File: src/rtl/ordq_pkg.sv
package ordq_pkg;

    typedef enum logic [2:0] {
        CL_PW  = 3'd0,
        CL_DRR = 3'd1,
        CL_DWR = 3'd2,
        CL_DRC = 3'd3,
        CL_DWC = 3'd4
    } ordq_cls_e;

    // May an entry of class newer be offered while an entry of class older is held ahead of it?
    function automatic logic may_pass(ordq_cls_e newer, ordq_cls_e older);
        return !(older == CL_PW && newer != CL_DWC);
    endfunction

endpackage

File: src/rtl/ordq_pick.sv
module ordq_pick #(
    parameter int N     = 8,
    parameter int IDX_W = (N > 1) ? $clog2(N) : 1
) (
    input  logic [N-1:0]     req_i,
    output logic             hit_o,
    output logic [IDX_W-1:0] idx_o,
    output logic [N-1:0]     oh_o
);

    // Lowest index wins: slot 0 is the oldest.
    always_comb begin
        hit_o = 1'b0;
        idx_o = '0;
        oh_o  = '0;
        for (int i = N - 1; i >= 0; i--) begin
            if (req_i[i]) begin
                hit_o = 1'b1;
                idx_o = IDX_W'(i);
                oh_o  = N'(1) << i;
            end
        end
    end

endmodule

File: src/rtl/ordq_elig.sv
module ordq_elig
    import ordq_pkg::*;
#(
    parameter int DEPTH = 8
) (
    input  logic [DEPTH-1:0] vld_i,
    input  ordq_cls_e        cls_i [DEPTH],
    output logic [DEPTH-1:0] elig_o
);

    for (genvar g = 0; g < DEPTH; g++) begin : g_slot
        logic blocked;
        always_comb begin
            blocked = 1'b0;
            for (int j = 0; j < g; j++) begin
                if (vld_i[j] && !may_pass(cls_i[g], cls_i[j])) begin
                    blocked = 1'b1;
                end
            end
            elig_o[g] = !blocked;
        end
    end

endmodule

File: src/rtl/ordq_gate.sv
module ordq_gate
    import ordq_pkg::*;
#(
    parameter int DEPTH = 8,
    parameter int TAG_W = 4
) (
    input  logic             clk,
    input  logic             rst_n,
    input  logic             push_valid,
    output logic             push_ready,
    input  logic [2:0]       push_cls,
    input  logic [TAG_W-1:0] push_tag,
    output logic             gnt_valid,
    output logic [2:0]       gnt_cls,
    output logic [TAG_W-1:0] gnt_tag,
    input  logic             gnt_accept,
    input  logic             done_valid,
    input  logic [TAG_W-1:0] done_tag
);

    localparam int IDX_W = (DEPTH > 1) ? $clog2(DEPTH) : 1;
    localparam int CNT_W = $clog2(DEPTH + 1);

    typedef struct packed {
        logic             vld;
        logic             iss;
        ordq_cls_e        cls;
        logic [TAG_W-1:0] tag;
    } slot_t;

    typedef struct packed {
        slot_t [DEPTH-1:0] slot;
        logic  [CNT_W-1:0] cnt;
    } state_t;

    state_t st_d, st_q;

    logic [DEPTH-1:0] vld_v, elig_v, gnt_req, done_req, gnt_oh, done_oh;
    ordq_cls_e        cls_v [DEPTH];
    logic             gnt_hit, done_hit;
    logic [IDX_W-1:0] gnt_idx, done_idx;

    always_comb begin
        for (int k = 0; k < DEPTH; k++) begin
            vld_v[k]    = st_q.slot[k].vld;
            cls_v[k]    = st_q.slot[k].cls;
            gnt_req[k]  = st_q.slot[k].vld && !st_q.slot[k].iss && elig_v[k];
            done_req[k] = st_q.slot[k].vld && st_q.slot[k].iss
                          && (st_q.slot[k].tag == done_tag);
        end
    end

    ordq_elig #(.DEPTH(DEPTH)) u_elig (
        .vld_i  (vld_v),
        .cls_i  (cls_v),
        .elig_o (elig_v)
    );

    ordq_pick #(.N(DEPTH), .IDX_W(IDX_W)) u_pick_gnt (
        .req_i (gnt_req),
        .hit_o (gnt_hit),
        .idx_o (gnt_idx),
        .oh_o  (gnt_oh)
    );

    ordq_pick #(.N(DEPTH), .IDX_W(IDX_W)) u_pick_done (
        .req_i (done_req),
        .hit_o (done_hit),
        .idx_o (done_idx),
        .oh_o  (done_oh)
    );

    assign push_ready = (st_q.cnt < CNT_W'(DEPTH));
    assign gnt_valid  = gnt_hit;
    assign gnt_cls    = st_q.slot[gnt_idx].cls;
    assign gnt_tag    = st_q.slot[gnt_idx].tag;

    always_comb begin
        slot_t [DEPTH-1:0] s_acc;
        slot_t [DEPTH-1:0] s_rem;
        logic  [CNT_W-1:0] c_rem;

        s_acc = st_q.slot;
        if (gnt_hit && gnt_accept) begin
            s_acc[gnt_idx].iss = 1'b1;
        end

        s_rem = s_acc;
        c_rem = st_q.cnt;
        if (done_valid && done_hit) begin
            for (int k = 0; k < DEPTH - 1; k++) begin
                if (k >= int'(done_idx)) begin
                    s_rem[k] = s_acc[k + 1];
                end
            end
            s_rem[DEPTH-1] = '0;
            c_rem          = c_rem - CNT_W'(1);
        end

        if (push_valid && push_ready) begin
            for (int k = 0; k < DEPTH; k++) begin
                if (CNT_W'(k) == c_rem) begin
                    s_rem[k].vld = 1'b1;
                    s_rem[k].iss = 1'b0;
                    s_rem[k].cls = ordq_cls_e'(push_cls);
                    s_rem[k].tag = push_tag;
                end
            end
            c_rem = c_rem + CNT_W'(1);
        end

        st_d.slot = s_rem;
        st_d.cnt  = c_rem;
    end

    always_ff @(posedge clk) begin
        if (!rst_n) begin
            st_q <= '0;
        end else begin
            st_q <= st_d;
        end
    end

    // occupancy never exceeds the slot count
    a_r2_cnt_bound: assert property (@(posedge clk) disable iff (!rst_n)
        st_q.cnt <= CNT_W'(DEPTH));

    // a push refused for lack of room leaves occupancy unchanged
    a_r2_full_drop: assert property (@(posedge clk) disable iff (!rst_n)
        push_valid && !push_ready && !done_valid |=> st_q.cnt == $past(st_q.cnt));

    // an untaken offer persists
    a_r3_grant_steady: assert property (@(posedge clk) disable iff (!rst_n)
        gnt_valid && !gnt_accept && !done_valid |=> gnt_valid && gnt_tag == $past(gnt_tag));

    // at most one slot is chosen
    a_r7_pick_onehot: assert property (@(posedge clk) disable iff (!rst_n)
        $onehot0(gnt_oh) && $onehot0(done_oh));

    // a finish report names an issued entry and frees exactly one slot
    a_r8_done_known: assert property (@(posedge clk) disable iff (!rst_n)
        done_valid |-> done_hit);

    a_r8_done_frees: assert property (@(posedge clk) disable iff (!rst_n)
        done_valid && !push_valid |=> st_q.cnt == $past(st_q.cnt) - CNT_W'(1));

endmodule

File: config.mk
export PLATFORM = sky130hd
export DESIGN_NAME = ordq_gate
export DESIGN_NICKNAME = d
export VERILOG_FILES = /design/src/rtl/ordq_pkg.sv /design/src/rtl/ordq_pick.sv /design/src/rtl/ordq_elig.sv /design/src/rtl/ordq_gate.sv
export SDC_FILE = /design/constraint.sdc
export NUM_CORES = 1
export LEC_CHECK = 0
export ABC_AREA = 1
export BUFFER_PORTS_ARGS = -buffer_cell sky130_fd_sc_hd__buf_2
export CORE_MARGIN = 1.5
export CORE_UTILIZATION = 45
export CTS_CLUSTER_SIZE = 24
export DETAILED_ROUTE_END_ITERATION = 6
export GPL_ROUTABILITY_DRIVEN = 0
export PLACE_DENSITY_LB_ADDON = 0.12
export SETUP_SLACK_MARGIN = 0.2
export SYNTH_ARGS = -nofsm -noshare
export SYNTH_HDL_FRONTEND = slang
export SYNTH_HIERARCHICAL = 1
export SYNTH_SLANG_ARGS = --single-unit
File: constraint.sdc
create_clock -name clk -period 3.6 [get_ports clk]
set_input_delay 0.18 -clock clk [delete_from_list [all_inputs] [get_ports clk]]
set_output_delay 0.18 -clock clk [all_outputs]
set_load 0.05 [all_outputs]
==> results.toml <==
[drt]
wl_per_cell_um = 16.3
ant_nets = 0
dr.pass1.iters = 7
routed_wl_mm = 18.5
drtIter0Drc = 513
drc = 0
via_per_inst = 5.16
via_count = 5839

[pwr]
leakagePower_nw = 2.91
power_mw = 2.17
p_switching_uw = 664
swShare_pct = 30.6
power_frac_seq_pct = 41.5
p_per_area_nw_per_um2 = 342
p_comb_share_pct = 19.0
ir_worst_vdd_uv = 260
intPower_mw = 1.50
clockPowerShare_pct = 39.4

[critical_path]
path_max_fanout = 6
end_kind = "output pin"
reg2regPathDepth = 18
crit_required_ps = 3420
critPathLaunchType = "register"
critical_path_class = "reg -> out"
arrival_ps = 3130
reg2reg_from = "st_q[31]$_SDFF_PN0_"
startpoint = "cls_v[20]$_SDFF_PN0_"

[global_routing]
grt_overflow_total = 0
antenna_found_initial = 0
grt_pass1_wl_mm = 29.2
grt_max_degree = 28
first_global_vias = 5327
grt_use_total_pct = 29.1

[sta]
finalHoldViolCount = 0
rsz0062_at_grt = "yes"
fmax_ghz = 0.302
setup_tns_ps = 0
report.final.setup_viol = 0
fin_crit_sh_pct = 91.9
timing.slew.headroom_pct = 56.2
skew_ps = 10.3
layout_setup_ws_ps = 292
layout_min_cycle_time_ps = 3310
tightest_slew_ps = 657
drv_slew = 0

[cells_and_area]
drive_above_1_share_pct = 13.8
fill_cells = 1293
antennaDiodeCount = 0
final_common_cell = "nand2_1"
mostFrequentLayoutCells = "nand2_1 (255), nor2_1 (157), inv_1 (151)"
seqCellArea_um2 = 1520
multiInputGateArea_um2 = 3330
finalNonFillerCells = 1131
final_core_util_pct = 52.3
area_growth_pct = 12.7
fin_nets = 980

[synthesis]
avgSynthCellArea_um2 = 6.00
yosys_warnings = 6
syn_nets = 957
syn-cell-area_um2 = 5620
synth_cells = 936

[clock_network]
clock-root-buffer = "clkbuf_16"
hold_buffers = 0
clock_latency_ps = 340
cts_tree = "yes"
cts_htree_levels = 3
clk_pin_slew_ps = 60
cts.sinks = 76
cts_buffers = 9
ctsLongestPathBuffers = 2

[placed_design]
post-place-ws_ps = 74.0
dpl.hpwl_mm = 13.8
placedCellCount = 1107
io_buffers = 24

[min_path]
min_path_type = "in -> reg"
hold_depth = 4
hold_path_startpoint = "push_valid"

[floorplan]
die_area_um2 = 13200
die-height_um = 115
core_um2 = 12100
start_util_pct = 46.4
io-pin-count = 25
rows = 40
die_x_um = 115

[job]
cap_violations = 0

[outcome]
status = "completed"
==> critical path, stage by stage (launching register included) <==
cell     delay [ps]
dfxtp_1         400
inv_1            70
nand3_2          90
nand3_2         110
nor2_2          150
nand2_1          60
nand2_1          50
nand2_1          80
nor2_2          140
inv_1            60
nand2_1         110
nand2_1         100
a21oi_4         280
buf_12          150
buf_4           100
nand3_2         140
o22ai_1         200
nor2_1           60
nand3_1         130
buf_2           290
==> per-stage QoR <==
stage          cell area (um^2)  hold WS (ps)
5_1_grt                    6330           180
3_5_place_dp               5800           523
6_report                   6330           168
4_1_cts                    6080           156
2_1_floorplan              5620           393
3_3_place_gp               5800           520
==> final timing paths <==
path / to / slack (ps)
worst max-delay path: gnt_tag[1] / 290
worst max register to register: st_q[23]$_SDFF_PN0_ / 430
worst min register to register: st_q[75]$_SDFF_PN0_ / 570
worst min-delay path: st_q[0]$_SDFF_PN0_ / 170
==> power groups by stage <==
stage	Sequential, mW	Clock (mW)	Combinational (mW)
floorplan	0.907	0	0.281
global placement	0.916	0	0.368
detailed placement	0.916	0	0.369
CTS	0.898	0.868	0.371
global route	0.901	0.906	0.453
finish	0.899	0.854	0.412
==> sequential cells by signal, summed over array words and instances, names as in the netlist <==
signal / count
cls_v: 24
st_q: 52
==> timing repair <==
| action | in CTS | in global routing |
|---|---|---|
| cloned | 0 | 0 |
| setup buffers | 0 | 9 |
| resized for setup | 2 | 28 |
| setup endpoints to repair | 7 | 70 |
| pin swaps | 0 | 5 |
==> layer usage <==
metal  vias to the layer above  global-route usage, %  wire, um
met5                         -                      0         0
met4                         0                   9.05       431
met3                        29                   6.17      1470
met2                       213                   45.3      8120
met1                      2641                   40.5      8460
li1                       2956                      -         -
==> cell type report <==
class	instances	share of cell area, %
flip-flops and latches	76	24.0
multi-input cells	658	52.6
well taps	168	3.32
inverters	163	9.67
clock inverters	1	0.119
repair buffers	51	6.09
clock buffers	14	4.17
Note: power is estimated with default switching activity, not from simulation.
